==> src/rtl/bgs_pkg.sv <==
package bgs_pkg;

  typedef enum logic [1:0] {
    SQ_IDLE = 2'd0,
    SQ_BOOT = 2'd1,
    SQ_RUN  = 2'd2,
    SQ_STOP = 2'd3
  } seq_state_t;

  // Boot pulse length actually loaded into the timer.
  function automatic int unsigned boot_cycles(input int unsigned len, input bit half);
    int unsigned l;
    if (len == 0) begin
      l = 0;
    end else if (half) begin
      l = len >> 1;
      if (l == 0) l = 1;
    end else begin
      l = len;
    end
    return l;
  endfunction

endpackage

==> src/rtl/bgs_sync.sv <==
module bgs_sync #(
  parameter int WIDTH  = 2,
  parameter int STAGES = 2
) (
  input  logic             clk,
  input  logic             rst_n,
  input  logic [WIDTH-1:0] d,
  output logic [WIDTH-1:0] q
);

  logic [WIDTH-1:0] stg [STAGES];

  always_ff @(posedge clk or negedge rst_n) begin
    if (!rst_n) stg[0] <= '0;
    else        stg[0] <= d;
  end

  for (genvar i = 1; i < STAGES; i++) begin : g_stage
    always_ff @(posedge clk or negedge rst_n) begin
      if (!rst_n) stg[i] <= '0;
      else        stg[i] <= stg[i-1];
    end
  end

  assign q = stg[STAGES-1];

endmodule

==> src/rtl/bgs_boot_timer.sv <==
module bgs_boot_timer #(
  parameter int LEN_W = 16
) (
  input  logic             clk,
  input  logic             rst_n,
  input  logic             load,
  input  logic [LEN_W-1:0] load_val,
  input  logic             active,
  output logic             expire
);

  logic [LEN_W-1:0] cnt;

  always_ff @(posedge clk or negedge rst_n) begin
    if (!rst_n) begin
      cnt <= '0;
    end else if (load) begin
      cnt <= load_val;
    end else if (active && cnt != '0) begin
      cnt <= cnt - LEN_W'(1);
    end
  end

  // Last boot cycle: remaining count has reached one.
  assign expire = active && (cnt <= LEN_W'(1));

endmodule

==> src/rtl/bgs_fsm.sv <==
module bgs_fsm
  import bgs_pkg::*;
#(
  parameter int LEN_W    = 16,
  parameter int MIN_IDLE = 2
) (
  input  logic             clk,
  input  logic             rst_n,
  input  logic             burst_s,
  input  logic             fb_s,
  input  logic             fb_edge,
  input  logic             boot_expire,
  input  logic [LEN_W-1:0] boot_load,
  output seq_state_t       state,
  output logic             start_evt
);

  localparam int IDLE_W = (MIN_IDLE < 2) ? 1 : $clog2(MIN_IDLE + 1);
  localparam logic [IDLE_W-1:0] ARM_AT = IDLE_W'((MIN_IDLE > 0) ? MIN_IDLE - 1 : 0);

  seq_state_t        nxt;
  logic [IDLE_W-1:0] idle_cnt;
  logic              armed;

  assign armed     = (idle_cnt >= ARM_AT);
  assign start_evt = (state == SQ_IDLE) && burst_s && armed;

  always_comb begin
    nxt = state;
    unique case (state)
      SQ_IDLE: if (start_evt) nxt = (boot_load == '0) ? SQ_RUN : SQ_BOOT;
      SQ_BOOT: if (fb_edge || boot_expire) nxt = burst_s ? SQ_RUN : SQ_STOP;
      SQ_RUN:  if (!burst_s) nxt = SQ_STOP;
      SQ_STOP: if (!fb_s) nxt = SQ_IDLE;
      default: nxt = SQ_IDLE;
    endcase
  end

  always_ff @(posedge clk or negedge rst_n) begin
    if (!rst_n) begin
      state    <= SQ_IDLE;
      idle_cnt <= '0;
    end else begin
      state <= nxt;
      if (state != SQ_IDLE && nxt == SQ_IDLE) begin
        idle_cnt <= '0;
      end else if (state == SQ_IDLE && !armed) begin
        idle_cnt <= idle_cnt + IDLE_W'(1);
      end
    end
  end

endmodule

==> src/rtl/bgs_out_stage.sv <==
module bgs_out_stage (
  input  logic act,
  input  logic oc_ok,
  output logic drv_hi,
  output logic drv_lo
);

  logic on;

  assign on     = act & oc_ok;
  assign drv_hi = on;
  assign drv_lo = ~on;

endmodule

==> src/rtl/burst_gate_seq.sv <==
module burst_gate_seq
  import bgs_pkg::*;
#(
  parameter int LEN_W       = 16,
  parameter int SYNC_STAGES = 2,
  parameter int MIN_IDLE    = 2
) (
  input  logic             clk,
  input  logic             rst_n,
  input  logic             burst_en,
  input  logic             fb_in,
  input  logic             oc_ok,
  input  logic [LEN_W-1:0] boot_len,
  input  logic             half_first,
  output logic             drv_hi,
  output logic             drv_lo
);

  logic [1:0]       sync_q;
  logic             burst_s;
  logic             fb_s;
  logic             fb_q;
  logic             fb_edge;
  logic [LEN_W-1:0] boot_load_val;
  logic             boot_expire;
  logic             start_evt;
  seq_state_t       state;
  logic             boot_active;
  logic             run_active;
  logic             in_idle;
  logic             act;

  bgs_sync #(.WIDTH(2), .STAGES(SYNC_STAGES)) u_sync (
    .clk   (clk),
    .rst_n (rst_n),
    .d     ({fb_in, burst_en}),
    .q     (sync_q)
  );

  assign burst_s = sync_q[0];
  assign fb_s    = sync_q[1];

  always_ff @(posedge clk or negedge rst_n) begin
    if (!rst_n) fb_q <= 1'b0;
    else        fb_q <= fb_s;
  end

  assign fb_edge       = fb_s ^ fb_q;
  assign boot_load_val = LEN_W'(boot_cycles(32'(boot_len), half_first));

  bgs_fsm #(.LEN_W(LEN_W), .MIN_IDLE(MIN_IDLE)) u_fsm (
    .clk         (clk),
    .rst_n       (rst_n),
    .burst_s     (burst_s),
    .fb_s        (fb_s),
    .fb_edge     (fb_edge),
    .boot_expire (boot_expire),
    .boot_load   (boot_load_val),
    .state       (state),
    .start_evt   (start_evt)
  );

  assign boot_active = (state == SQ_BOOT);
  assign run_active  = (state == SQ_RUN) || (state == SQ_STOP);
  assign in_idle     = (state == SQ_IDLE);

  bgs_boot_timer #(.LEN_W(LEN_W)) u_timer (
    .clk      (clk),
    .rst_n    (rst_n),
    .load     (start_evt),
    .load_val (boot_load_val),
    .active   (boot_active),
    .expire   (boot_expire)
  );

  // Drive: boot pulse, otherwise burst window ANDed with feedback.
  assign act = boot_active | (run_active & fb_s);

  bgs_out_stage u_out (
    .act    (act),
    .oc_ok  (oc_ok),
    .drv_hi (drv_hi),
    .drv_lo (drv_lo)
  );

endmodule

==> config.mk <==
export PLATFORM = sky130hd
export DESIGN_NAME = burst_gate_seq
export DESIGN_NICKNAME = d
export VERILOG_FILES = /design/src/rtl/bgs_pkg.sv /design/src/rtl/bgs_sync.sv /design/src/rtl/bgs_boot_timer.sv /design/src/rtl/bgs_fsm.sv /design/src/rtl/bgs_out_stage.sv /design/src/rtl/burst_gate_seq.sv
export SDC_FILE = /design/constraint.sdc
export NUM_CORES = 1
export LEC_CHECK = 0
export BUFFER_PORTS_ARGS = -buffer_cell sky130_fd_sc_hd__buf_4
export CELL_PAD_IN_SITES_DETAIL_PLACEMENT = 1
export CELL_PAD_IN_SITES_GLOBAL_PLACEMENT = 1
export CORE_AREA = 2 2 84 86
export CTS_CLUSTER_DIAMETER = 50
export CTS_CLUSTER_SIZE = 20
export DETAILED_ROUTE_END_ITERATION = 7
export DIE_AREA = 0 0 86 88
export PLACE_DENSITY_LB_ADDON = 0.2
export SLEW_MARGIN = 5
export SYNTH_ARGS = -nofsm -noshare
export SYNTH_HDL_FRONTEND = slang
export SYNTH_SLANG_ARGS = --single-unit
export TNS_END_PERCENT = 20
==> constraint.sdc <==
create_clock -name clk -period 2.5 [get_ports clk]
set_input_delay 0.5 -clock clk [delete_from_list [all_inputs] [get_ports clk]]
set_output_delay 0.5 -clock clk [all_outputs]
set_load 0.05 [all_outputs]
==> run_results.csv <==
group,metric,value,unit
detailed_routing,drt_iter0_drc,53,
logic_synthesis,ys_async_sr_fraction,100,%
worst_setup_path,crit_path_start_kind,"flip-flop",
timing,drv_slew,0,
finish,fillers,754,
floorplanning,start_util,26.5,%
timing,slew_headroom,53.3,%
worst_setup_path,worstPathRequired,2.73,ns
logic_synthesis,synth_fa_ha_area_share,2.13,%
pwr,p_seq_share,38.8,%
place,gp_congestion,0.842,
detailed_routing,wirelength,5620,um
worst_setup_path,r2r_end,"u_fsm.state[1]",
job,drv_cap,0,
logic_synthesis,synthFlopType,"dfrtp_1",
logic_synthesis,synth_area_leader_cell,"dfrtp_1",
worst_setup_path,cp.arrival,2.51,ns
worst_setup_path,crit_type,"reg2reg",
detailed_routing,num_vias,1673,
logic_synthesis,synth_compound_area_share,23.8,%
global_route,grt_first_pass_wirelength,9230,um
timing,final.setup.worst_slack,0.226,ns
worst_setup_path,endpoint_kind,"flip-flop",
logic_synthesis,synth.distinct_cells,54,
timing,timing_hold_violations_final,0,
finish,syn2layout_area_growth,19.8,%
clocking,clk_latency,0.29,ns
place,port_buffers,23,
finish,n_antenna_cell,0,
floorplanning,core_area,6640,um2
place,place_ws,0.200,ns
worst_setup_path,critPathBufInv,1,
clocking,post_cts.repair.setup_buffers,0,
logic_synthesis,synth_simple_gate_area_share,25.4,%
clocking,cts_resized,0,
floorplanning,rows,30,
timing,finClkSkew,0.00951,ns
worst_setup_path,critPathTopFamily,"simple AND/OR/NAND/NOR gates",
clocking,htreeDepth,1,
global_route,globalRouteTotalUtil,15.7,%
worst_setup_path,path_cells,"inv_1 -> ha_1 -> or4b_1 -> nor4_1 -> or3_1",
logic_synthesis,synth_edf_count,0,
pwr,p_leak,0.823,nW
worst_setup_path,r2r_start,"u_fsm.idle_cnt[0]",
logic_synthesis,syn-cell-area,1760,um2
logic_synthesis,muxShareOfSynthArea,8.30,%
timing,setup_violations,0,
outcome,status,"completed",
floorplanning,die_x,86,um
logic_synthesis,ys_seq_area_share,35.5,%
floorplanning,ios,24,
detailed_routing,drc,0,
clocking,clk_pin_slew,0.10,ns
finish,layout-drive-gt1-share,26.2,%
timing,fin_crit_sh,91.0,%
place,dpl.hpwl,4380,um
logic_synthesis,synth.top_cell.area_share,35.5,%
detailed_routing,vias_per_cell,5.69,
clocking,ctsRootBufferMaster,"clkbuf_8",
hold_path,hp-class,"in2async",
logic_synthesis,postSynthCellCount,186,
logic_synthesis,ys_seq_elements,25,
pwr,p_sw,0.977,mW
clocking,numCtsBuffers,3,
clocking,clock_sinks,25,
worst_setup_path,cp_slowest_stage_delay,0.83,ns
pwr,p_per_area,1000,nW/um2
detailed_routing,drtAntennaViolNets,0,
global_route,antenna_found_initial,0,
logic_synthesis,synth_xor_area_share,0,%
global_route,grt.overflow.total,0,
clocking,tritoncts,"yes",
timing,setup-tns-final,0,ns
pwr,intPower,1.13,mW
logic_synthesis,ys_top_cells_by_area,"dfrtp_1 (35%), o311ai_0 (5.5%), mux2i_1 (5.1%)",
detailed_routing,wl_per_cell,19.1,um
floorplanning,die_y,88,um
timing,final.min_clock_period,2.27,ns
worst_setup_path,r2r_slack,0.23,ns
worst_setup_path,reg2reg_depth,5,
pwr,irDropWorstVdd,0.000435,V
worst_setup_path,slowest_stage,"or4b_1",
pwr,comb_power_share,48.8,%
global_route,grt_pass1_vias,1709,
floorplanning,die_area,7570,um2
pwr,power.share.switching,46.3,%
pwr,p_clk_share,12.4,%
timing,fmax,440,MHz
clocking,cts_max_path_buffers,2,
logic_synthesis,synth_nets,211,
global_route,grt_max_degree,26,
logic_synthesis,yosys_warnings,0,
timing,worst_pin_slew,0.700,ns
timing,rsz0062_at_grt,"no",
clocking,cts_hold_buf,0,
finish,final_nets,240,
worst_setup_path,crit_fanout,20,
logic_synthesis,syn_area_per_cell,9.48,um2
logic_synthesis,synth_top_family_by_area,"simple AND/OR/NAND/NOR gates",
detailed_routing,drt-pass1-iter-count,4,
how the worst max path moves through the flow:
stage | from | end | slack, ns | cells past startpoint
6_report | u_fsm.idle_cnt[0] | u_fsm.state[1] | 0.23 | 5
2_1_floorplan | u_fsm.state[0] | drv_hi | 0.28 | 5
5_1_grt | u_timer.cnt[0] | u_timer.cnt[11] | 0.03 | 6
3_5_place_dp | u_fsm.idle_cnt[0] | u_fsm.state[1] | 0.20 | 5
3_3_place_gp | u_fsm.idle_cnt[0] | u_fsm.state[1] | 0.18 | 5
4_1_cts | u_fsm.idle_cnt[0] | u_fsm.state[1] | 0.19 | 5
power by group through the flow:
stage / Clock (mW) / Combinational, mW / Sequential, mW
2_1_floorplan: 0 / 0.758 / 0.734
3_3_place_gp: 0 / 1.02 / 0.828
3_5_place_dp: 0 / 1.04 / 0.821
4_1_cts: 0.272 / 1.04 / 0.813
5_1_grt: 0.291 / 1.16 / 0.853
6_report: 0.262 / 1.03 / 0.819
synthesized netlist by cell type, drive strengths merged (4+ instances only):
library cell  instances
nand4                 5
nor4                  8
o311ai               12
or3                   6
inv                  11
nand3                 6
o221ai                6
nor2                  8
buf                   6
nand2                15
nor3                  4
o211ai                7
mux2i                 9
dfrtp                25
o21ai                 6
mux2                  5
state kept, by name (all words and copies together) (netlist names):
signal,count
fb_q,1
u_fsm.idle_cnt,2
u_fsm.state,2
u_sync.q,2
u_sync.stg,2
u_timer.cnt,16
logic make-up (layout without fill, tap and decap cells):
logic type,after synthesis,after routing
and+or+nand+nor,72,72
AOI/OAI and AO/OA,53,53
adders and majority gates,3,3
DFF,25,25
muxes,14,14
buffers and inverters,19,47
routing by layer:
metal  vias up  GRT usage (%)  routed length [um]
met2        27           25.0                2650
met5         -              0                   0
li1        804              -                   -
met4         0           3.17                  50
met3         5           2.17                 140
met1       837           22.7                2780
area by class of cell:
| cell class | count | area, um2 | area share (%) |
|---|---|---|---|
| Multi-Input combinational cell | 142 | 1060 | 50.0 |
| Tap cell | 80 | 100 | 4.74 |
| Timing Repair Buffer | 32 | 240 | 11.4 |
| Inverter | 11 | 41.3 | 1.95 |
| Clock inverter | 1 | 7.51 | 0.355 |
| Sequential cell | 25 | 626 | 29.6 |
| Clock buffer | 3 | 41.3 | 1.95 |
placed cells by master, fill, tap and decap left out, drive strengths merged, types with 7 or more instances in the layout:
cell type	count
dfrtp	25
buf	32
inv	11
nor2	8
nor4	8
nand2	15
mux2i	9
o211ai	7
o311ai	12
through the flow:
stage	area, um2	power [mW]	utilization, %	cells	hold slack [ns]
after CTS	2110	2.12	31.8	294	0.114
after global routing	2110	2.30	31.8	294	0.120
after floorplan	1770	1.49	-	186	0.204
after global placement	2060	1.85	31.1	290	0.332
final	2110	2.11	31.8	294	0.105
after detailed placement	2060	1.86	31.1	290	0.336
No activity file was read; power rests on OpenSTA's default activity.
